`src/rtl/nvw_pkg.sv`:
```
package nvw_pkg;

    localparam logic [3:0] ST_LOCKED      = 4'd0;
    localparam logic [3:0] ST_ALARM_RESET = 4'd8;

    typedef enum logic [2:0] {
        RSN_NONE     = 3'd0,
        RSN_LATCH    = 3'd1,
        RSN_SETTING  = 3'd2,
        RSN_ULP_CFG  = 3'd3,
        RSN_ULP_CYC  = 3'd4,
        RSN_LOSS     = 3'd5,
        RSN_POSTLOCK = 3'd6,
        RSN_PERIODIC = 3'd7
    } reason_e;

    typedef struct packed {
        logic latch;
        logic setting;
        logic ulp_cfg;
        logic ulp_cyc;
        logic loss;
        logic postlock;
        logic periodic;
    } trig_t;

    function automatic logic trig_any(input trig_t t);
        return |t;
    endfunction

    function automatic reason_e pick_reason(input trig_t t);
        reason_e r;
        if (t.latch)         r = RSN_LATCH;
        else if (t.setting)  r = RSN_SETTING;
        else if (t.ulp_cfg)  r = RSN_ULP_CFG;
        else if (t.ulp_cyc)  r = RSN_ULP_CYC;
        else if (t.loss)     r = RSN_LOSS;
        else if (t.postlock) r = RSN_POSTLOCK;
        else if (t.periodic) r = RSN_PERIODIC;
        else                 r = RSN_NONE;
        return r;
    endfunction

endpackage

```
`src/rtl/nvw_change_det.sv`:
```
module nvw_change_det #(
    parameter int NSET = 4,
    parameter int VW   = 16
) (
    input  logic [NSET-1:0]    wr_i,
    input  logic [NSET*VW-1:0] old_i,
    input  logic [NSET*VW-1:0] new_i,
    output logic               changed_o
);
    logic [NSET-1:0] diff;

    genvar g;
    generate
        for (g = 0; g < NSET; g++) begin : g_slot
            assign diff[g] = wr_i[g] && (old_i[g*VW +: VW] != new_i[g*VW +: VW]);
        end
    endgenerate

    assign changed_o = |diff;
endmodule

```
`src/rtl/nvw_lock_timers.sv`:
```
module nvw_lock_timers
    import nvw_pkg::*;
#(
    parameter int SAVE_DELAY = 102,
    parameter int PERIOD     = 2592000
) (
    input  logic       clk,
    input  logic       rst,
    input  logic [3:0] status_i,
    input  logic       tick_i,
    output logic       loss_evt_o,
    output logic       post_evt_o,
    output logic       per_evt_o
);
    localparam int DW = $clog2(SAVE_DELAY + 1);
    localparam int QW = $clog2(PERIOD + 1);
    localparam logic [DW-1:0] D_LAST = DW'(SAVE_DELAY - 1);
    localparam logic [QW-1:0] Q_LAST = QW'(PERIOD - 1);

    logic [3:0]    prev_st;
    logic          armed;
    logic [DW-1:0] dcnt;
    logic [QW-1:0] qcnt;
    logic          lock_now;
    logic          lock_entry;

    assign lock_now   = (status_i == ST_LOCKED);
    assign lock_entry = lock_now && (prev_st != ST_LOCKED);
    assign loss_evt_o = (prev_st == ST_LOCKED) && (status_i == ST_ALARM_RESET);
    assign post_evt_o = armed && lock_now && tick_i && (dcnt == D_LAST);
    assign per_evt_o  = lock_now && tick_i && (qcnt == Q_LAST);

    always_ff @(posedge clk) begin
        if (rst) prev_st <= 4'hF;
        else     prev_st <= status_i;
    end

    always_ff @(posedge clk) begin
        if (rst) begin
            armed <= 1'b0;
            dcnt  <= '0;
        end else if (!lock_now) begin
            armed <= 1'b0;
            dcnt  <= '0;
        end else if (lock_entry) begin
            armed <= 1'b1;
            dcnt  <= '0;
        end else if (armed && tick_i) begin
            if (dcnt == D_LAST) begin
                armed <= 1'b0;
                dcnt  <= '0;
            end else begin
                dcnt <= dcnt + 1'b1;
            end
        end
    end

    always_ff @(posedge clk) begin
        if (rst || !lock_now) begin
            qcnt <= '0;
        end else if (tick_i) begin
            if (qcnt == Q_LAST) qcnt <= '0;
            else                qcnt <= qcnt + 1'b1;
        end
    end
endmodule

```
`src/rtl/nvw_arbiter.sv`:
```
module nvw_arbiter
    import nvw_pkg::*;
#(
    parameter int WR_LIMIT = 20000
) (
    input  logic       clk,
    input  logic       rst,
    input  trig_t      trig_i,
    output logic       req_o,
    output reason_e    reason_o,
    output logic       exhausted_o
);
    localparam int CW = $clog2(WR_LIMIT + 1);
    localparam logic [CW-1:0] C_LAST = CW'(WR_LIMIT - 1);

    logic [CW-1:0] wr_cnt;
    logic          issue;

    assign issue = trig_any(trig_i) && !exhausted_o;

    always_ff @(posedge clk) begin
        if (rst) begin
            req_o       <= 1'b0;
            reason_o    <= RSN_NONE;
            wr_cnt      <= '0;
            exhausted_o <= 1'b0;
        end else begin
            req_o    <= issue;
            reason_o <= issue ? pick_reason(trig_i) : RSN_NONE;
            if (issue) begin
                wr_cnt <= wr_cnt + 1'b1;
                if (wr_cnt == C_LAST) exhausted_o <= 1'b1;
            end
        end
    end
endmodule

```
`src/rtl/nvram_wr_ctrl.sv`:
```
module nvram_wr_ctrl
    import nvw_pkg::*;
#(
    parameter int NSET       = 4,
    parameter int VW         = 16,
    parameter int SAVE_DELAY = 102,
    parameter int PERIOD     = 2592000,
    parameter int WR_LIMIT   = 20000
) (
    input  logic               clk,
    input  logic               rst,
    input  logic               freq_latch_i,
    input  logic               cable_latch_i,
    input  logic [NSET-1:0]    set_wr_i,
    input  logic [NSET*VW-1:0] set_old_i,
    input  logic [NSET*VW-1:0] set_new_i,
    input  logic               ulp_cfg_i,
    input  logic               ulp_cycle_i,
    input  logic [3:0]         status_i,
    input  logic               tick_1s_i,
    output logic               wr_req_o,
    output logic [2:0]         wr_reason_o,
    output logic               budget_out_o
);
    trig_t   trig;
    reason_e reason;
    logic    changed, loss_evt, post_evt, per_evt;

    nvw_change_det #(.NSET(NSET), .VW(VW)) u_chg (
        .wr_i(set_wr_i), .old_i(set_old_i), .new_i(set_new_i), .changed_o(changed)
    );

    nvw_lock_timers #(.SAVE_DELAY(SAVE_DELAY), .PERIOD(PERIOD)) u_tmr (
        .clk(clk), .rst(rst), .status_i(status_i), .tick_i(tick_1s_i),
        .loss_evt_o(loss_evt), .post_evt_o(post_evt), .per_evt_o(per_evt)
    );

    always_comb begin
        trig.latch    = freq_latch_i | cable_latch_i;
        trig.setting  = changed;
        trig.ulp_cfg  = ulp_cfg_i;
        trig.ulp_cyc  = ulp_cycle_i;
        trig.loss     = loss_evt;
        trig.postlock = post_evt;
        trig.periodic = per_evt;
    end

    nvw_arbiter #(.WR_LIMIT(WR_LIMIT)) u_arb (
        .clk(clk), .rst(rst), .trig_i(trig),
        .req_o(wr_req_o), .reason_o(reason), .exhausted_o(budget_out_o)
    );

    assign wr_reason_o = reason;
endmodule

```
`config.mk`:
```
export PLATFORM = sky130hd
export DESIGN_NAME = nvram_wr_ctrl
export DESIGN_NICKNAME = d
export VERILOG_FILES = /design/src/rtl/nvw_pkg.sv /design/src/rtl/nvw_change_det.sv /design/src/rtl/nvw_lock_timers.sv /design/src/rtl/nvw_arbiter.sv /design/src/rtl/nvram_wr_ctrl.sv
export SDC_FILE = /design/constraint.sdc
export NUM_CORES = 1
export LEC_CHECK = 0
export BUFFER_PORTS_ARGS = -buffer_cell sky130_fd_sc_hd__buf_4
export CELL_PAD_IN_SITES_DETAIL_PLACEMENT = 0
export CELL_PAD_IN_SITES_GLOBAL_PLACEMENT = 1
export CORE_UTILIZATION = 34
export CTS_BUF_LIST = sky130_fd_sc_hd__clkbuf_8
export DETAILED_ROUTE_END_ITERATION = 7
export GPL_TIMING_DRIVEN = 0
export PLACE_DENSITY = 0.91
export SETUP_SLACK_MARGIN = 0.1
export SYNTH_ARGS = -nofsm -noshare
export SYNTH_HDL_FRONTEND = slang
export SYNTH_SLANG_ARGS = --single-unit
```
`constraint.sdc`:
```
create_clock -name clk -period 2.8 [get_ports clk]
set_input_delay 0.42 -clock clk [delete_from_list [all_inputs] [get_ports clk]]
set_output_delay 0.42 -clock clk [all_outputs]
set_load 0.01 [all_outputs]
```
Yosys cells after proc, flatten, opt, wreduce, memory -nomap -nowiden
Index checks and enable logic that the tools add are counted.

Register bits after elaboration: 54. Word-level logic and storage cells: 66. Output and inout port bits: 5. Bits of input ports: 143.

Bitwise gates (word level): 3. Muxes and demuxes: 12. Add/sub/neg operators: 3. Equality and inequality tests: 8. Reductions and logical operators: 30.

Operators by type and width (count): $ne A16 B16 Y1 (4); $add A22 B1 Y22 const B (1); $eq A22 B22 Y1 const B (1); $mux W22 (1); $add A15 B1 Y15 const B (1); $eq A15 B15 Y1 const B (1); $logic_and A1 B1 Y1 (13); $mux W3 (4); $reduce_or A10 Y1 (1); $logic_not A4 Y1 (2); $reduce_or A8 Y1 (1); $add A7 B1 Y7 const B (1); $eq A7 B7 Y1 const B (1); $mux W7 (1); $reduce_or A3 Y1 (2); $eq A4 B4 Y1 const B (1); $mux W1 (4); $mux W2 (2); $reduce_and A2 Y1 (2); $reduce_bool A2 Y1 (2); $reduce_bool A4 Y1 (1); $reduce_or A2 Y1 (2); $reduce_or A4 Y1 (1); $logic_not A1 Y1 (2); 3 further kinds (4).

Depth between registers and ports, before layout
Depth in word-level cells: 10. Gate-level depth with buffers: 10. Gate-level depth less buffers: 8.

Modules after synthesis
Synthesis repeated with hierarchy kept, for this count alone.

Cell total of the unflattened synthesis: 369. Area total of the unflattened synthesis: 3263.1 µm².

By module, submodules not included: nvw_lock_timers (area an instance 1542.7 µm², sequential area each 680.7 µm², cells each 175, times used 1); nvw_arbiter (area an instance 985.9 µm², sequential area each 400.4 µm², cells each 107, times used 1); nvw_change_det (area an instance 728.2 µm², sequential area each 0.0 µm², cells each 86, times used 1); nvram_wr_ctrl (area an instance 6.3 µm², sequential area each 0.0 µm², cells each 1, times used 1).

Worst setup path before layout
Ideal clock, no wire load.

Path type: register to register. Start point: reg u_tmr.qcnt[0]. End point: reg u_arb.wr_cnt[14]. Setup slack: 0.380 ns. Data required time: 2.677 ns. Arrival time: 2.297 ns. Period minus slack after synthesis: 2.420 ns. Setup time: 0.123 ns. Path buffers: 0. Stages on the path, launching flop included: 9. Cells stage by stage: dfxtp_1 ha_1 nand4b_1 nor4_2 a311o_1 a31oi_1 a2111oi_1 and3_1 mux2_1.

Word-level cells in the longest chain between the ends: 4.

Ends and longest elaborated chain: start, declared (RTL line nvw_lock_timers.sv:23) `logic [QW-1:0] qcnt;`; start signal, assigned (RTL line nvw_lock_timers.sv:63) `else qcnt <= qcnt + 1'b1;`; $eq A22 B22 Y1 (RTL line nvw_lock_timers.sv:31) `assign per_evt_o = lock_now && tick_i && (qcnt == Q_LAST);`; $logic_and A1 B1 Y1 (RTL line nvw_lock_timers.sv:31); $reduce_or A10 Y1 (RTL line nvw_pkg.sv:28) `return |t;`; $logic_and A1 B1 Y1 (RTL line nvw_arbiter.sv:19) `assign issue = trig_any(trig_i) && !exhausted_o;`; end signal, assigned (RTL line nvw_arbiter.sv:31) `wr_cnt <= wr_cnt + 1'b1;`; end, declared (RTL line nvw_arbiter.sv:16) `logic [CW-1:0] wr_cnt;`.

No other way between the ends. A chain may end at the register's enable or synchronous reset.

Worst setup path in the final report
Same ends and word-level chain as after synthesis.

==> flow_metrics.tcl <==
set metrics [dict create \
    status "completed" \
    grt_first_pass_wirelength_microns 13800 \
    grt-ovfl-total 0 \
    place_area_sq_um 4400 \
    ys_seq_area_share_pct 34.2 \
    holdBufCountCts 0 \
    timing.fmax_mhz 389 \
    rsz0062_at_grt "yes" \
    final_cell_area_sq_um 4540 \
    ioPinCount 148 \
    p_seq_share_pct 50.8 \
    setup_tns_ns 0 \
    grt.total_usage_pct 17.8 \
    yosysTopAreaCell "dfxtp_1" \
    grt_pass1_vias 3192 \
    yosysWarnings 0 \
    drtAntennaViolNets 0 \
    r2r-end "u_arb.wr_cnt[14]$_SDFFE_PP0P_" \
    fp.dieArea_sq_um 9700 \
    die_h_microns 98.5 \
    gp_congestion 0.860 \
    p_int_w 0.00118 \
    worstHoldStart "status_i[1]" \
    p_sw_share_pct 23.4 \
    synth.area.top_cells "dfxtp_1 (34%), xnor2_1 (20%), nor2_1 (5.3%)" \
    mostFrequentLayoutCells "buf_4 (149), xnor2_1 (71), dfxtp_1 (52)" \
    critPathKind "reg2reg" \
    clockBufferDepth 2 \
    clk_latency_ns 0.31 \
    maxCapViolCount 0 \
    met1_usage_pct 18.7 \
    worstReg2RegStart "u_tmr.qcnt[0]$_SDFFE_PP0P_" \
    fin_util_pct 51.3 \
    layout_commonest_cell "buf_4" \
    period_needed_ns 2.57 \
    syn_nets 517 \
    rows 34 \
    io_buffers 146 \
    hold_viol_final 0 \
    dr.first_iter.drc_count 96 \
    core_sq_um 8850 \
    route.vias.total 3127 \
    cts-htree-levels 2 \
    required_ns 3.00 \
    drcViolationCount 0 \
    cts_tree "built" \
    antenna_found_initial 0 \
    synth_seq_cells 54 \
    power_density_nw_per_um2 339 \
    min_to "u_tmr.prev_st[1]$_SDFF_PP1_" \
    drive_above_1_share_pct 33.2 \
    avgSynthCellArea_sq_um 8.55 \
    clock-root-buffer "clkbuf_8" \
    routed_wl_microns 8530 \
    irDropWorstVdd_mv 0.188 \
    hpwl_microns 7240 \
    nets 673 \
    clkPwrFrac_pct 29.0 \
    end_kind "flop" \
    combPwrFrac_pct 20.2 \
    grtUsageMet2_pct 34.6 \
    synthToLayoutAreaGrowth_pct 43.6 \
    worstHoldPathCells 2 \
    synth_cell_types 44 \
    r2r_slack_ns 0.23 \
    cts_buffers 5 \
    synth_top_area_share_pct 34.2 \
    finalCritPeriodShare_pct 91.9 \
    fp.dieW_microns 98.5 \
    netlist_area_sq_um 3160 \
    synthCells 370 \
    path_clk_slew_ns 0.10 \
    drv_slew 0 \
    routedWlPerCell_microns 13.4 \
    first_pass_iters 6 \
    finalClockSkew_ns 0.00958 \
    grt_max_degree 16 \
    post_drt_via_cell_ratio 4.92 \
    slew_headroom_pct 64.9 \
    cp-start-kind "flop" \
    min_path_type "in2reg" \
    worst_pin_slew_ns 0.522 \
    initial_core_util_pct 35.8 \
    top_usage_layer "met2" \
    cp_max_fo 4 \
    num_antenna_cells 0 \
    p_switching_w 0.000361 \
    setup_violations 0 \
    cp.arrival_ns 2.78 \
    clock-sinks 54 \
    p_leak_nw 1.75 \
    reg2reg_depth 8 \
    grtUsageMet3_pct 4.47 \
]
layer usage:
metal	part of all wire, %	vias up
met5	0	-
met2	54	86
met1	40	1421
met4	1.3	0
met3	4.8	10
li1	-	1610
registers in the layout, indices dropped and copies added, names as in the netlist:
signal,flops
u_tmr.qcnt,22
u_arb.req_o,1
u_tmr.dcnt,7
u_arb.wr_cnt,15
u_arb.exhausted_o,1
u_arb.reason_o,3
u_tmr.prev_st,4
u_tmr.armed,1
worst max-delay path by stage:
stage / from / end / slack [ns]
floorplan: u_tmr.qcnt[0]$_SDFFE_PP0P_ / u_arb.wr_cnt[14]$_SDFFE_PP0P_ / 0.38
global placement: set_new_i[31] / u_arb.wr_cnt[1]$_SDFFE_PP0P_ / 0.02
global route: u_tmr.qcnt[0]$_SDFFE_PP0P_ / u_arb.wr_cnt[14]$_SDFFE_PP0P_ / 0.08
detailed placement: set_new_i[31] / u_arb.wr_cnt[1]$_SDFFE_PP0P_ / -0.006
CTS: u_tmr.qcnt[0]$_SDFFE_PP0P_ / u_arb.wr_cnt[13]$_SDFFE_PP0P_ / 0.13
finish: u_tmr.qcnt[0]$_SDFFE_PP0P_ / u_arb.wr_cnt[14]$_SDFFE_PP0P_ / 0.23
power groups by stage:
stage	Sequential, W	Clock [W]	Combinational, W
global placement	0.000800	0	0.000307
floorplan	0.000800	0	0.000117
finish	0.000783	0.000447	0.000312
CTS	0.000783	0.000454	0.000314
global route	0.000784	0.000488	0.000340
detailed placement	0.000801	0	0.000313
Yosys cell counts, drive strengths merged:
| library cell | number |
|---|---|
| nand2b | 3 |
| nand4b | 2 |
| or3 | 12 |
| and2 | 2 |
| mux2 | 4 |
| nor4 | 5 |
| nand4 | 26 |
| nand4bb | 1 |
| and4 | 2 |
| or4 | 5 |
| inv | 6 |
| o31ai | 4 |
| a21o | 1 |
| dfxtp | 54 |
| nand3b | 1 |
| nor2b | 5 |
| o21a | 1 |
| o21ba | 1 |
| mux2i | 2 |
| a311oi | 1 |
| and3 | 6 |
| nand2 | 20 |
| nor3 | 6 |
| ha | 4 |
| o21ai | 8 |
| xnor2 | 71 |
| nor4bb | 1 |
| a31oi | 2 |
| a311o | 1 |
| o41ai | 4 |
| nor3b | 2 |
| nand3 | 13 |
| a21boi | 1 |
| nor2 | 45 |
| or2 | 5 |
| a2111oi | 2 |
| clkbuf | 7 |
| buf | 2 |
| xor2 | 19 |
| a21oi | 13 |
worst max-delay path, stage by stage, from the launching register on:
cell and delay [ns]:
dfxtp_2 0.37, ha_2 0.20, nand4b_1 0.16, nor4_4 0.33, a311o_1 0.25, a31oi_2 0.14, a2111oi_2 0.48, and3_1 0.22
mux2_1 0.31
per-stage QoR:
stage | hold WS (ns) | worst slack (ns) | cells | power [W]
3_5_place_dp | 0.484 | -0.00576 | 624 | 0.00111
3_3_place_gp | 0.464 | 0.0161 | 624 | 0.00111
6_report | 0.306 | 0.228 | 635 | 0.00154
2_1_floorplan | 0.454 | 0.380 | 370 | 0.000917
5_1_grt | 0.306 | 0.0834 | 635 | 0.00161
4_1_cts | 0.304 | 0.134 | 632 | 0.00155
layout make-up:
type	count	area, sq um
flip-flops and latches	54	1080
multi-input cells	301	2050
plain buffers	9	42.5
clock inverters	2	8.76
inverters	6	22.5
fillers	849	4310
clock buffers	6	82.6
repair buffers	149	1120
well taps	108	135
timing repair:
action,in CTS,in global routing
pin swaps,0,3
endpoints found under the setup margin,1,11
gates resized for setup,1,7
setup buffers,0,3
cells by family (layout without fill, tap and decap cells):
group / count (synthesis) / in the layout / synth area share [%]
and+or+nand+nor: 162 / 162 / 27.2
xor gates and xnor gates: 90 / 90 / 24.9
muxes: 6 / 6 / 2.06
buffers and inverters: 15 / 172 / 2.06
DFF: 54 / 54 / 34.2
adders and majority gates: 4 / 4 / 1.58
AOI/OAI and AO/OA: 39 / 39 / 7.99
(Power assumes the default switching activity.)
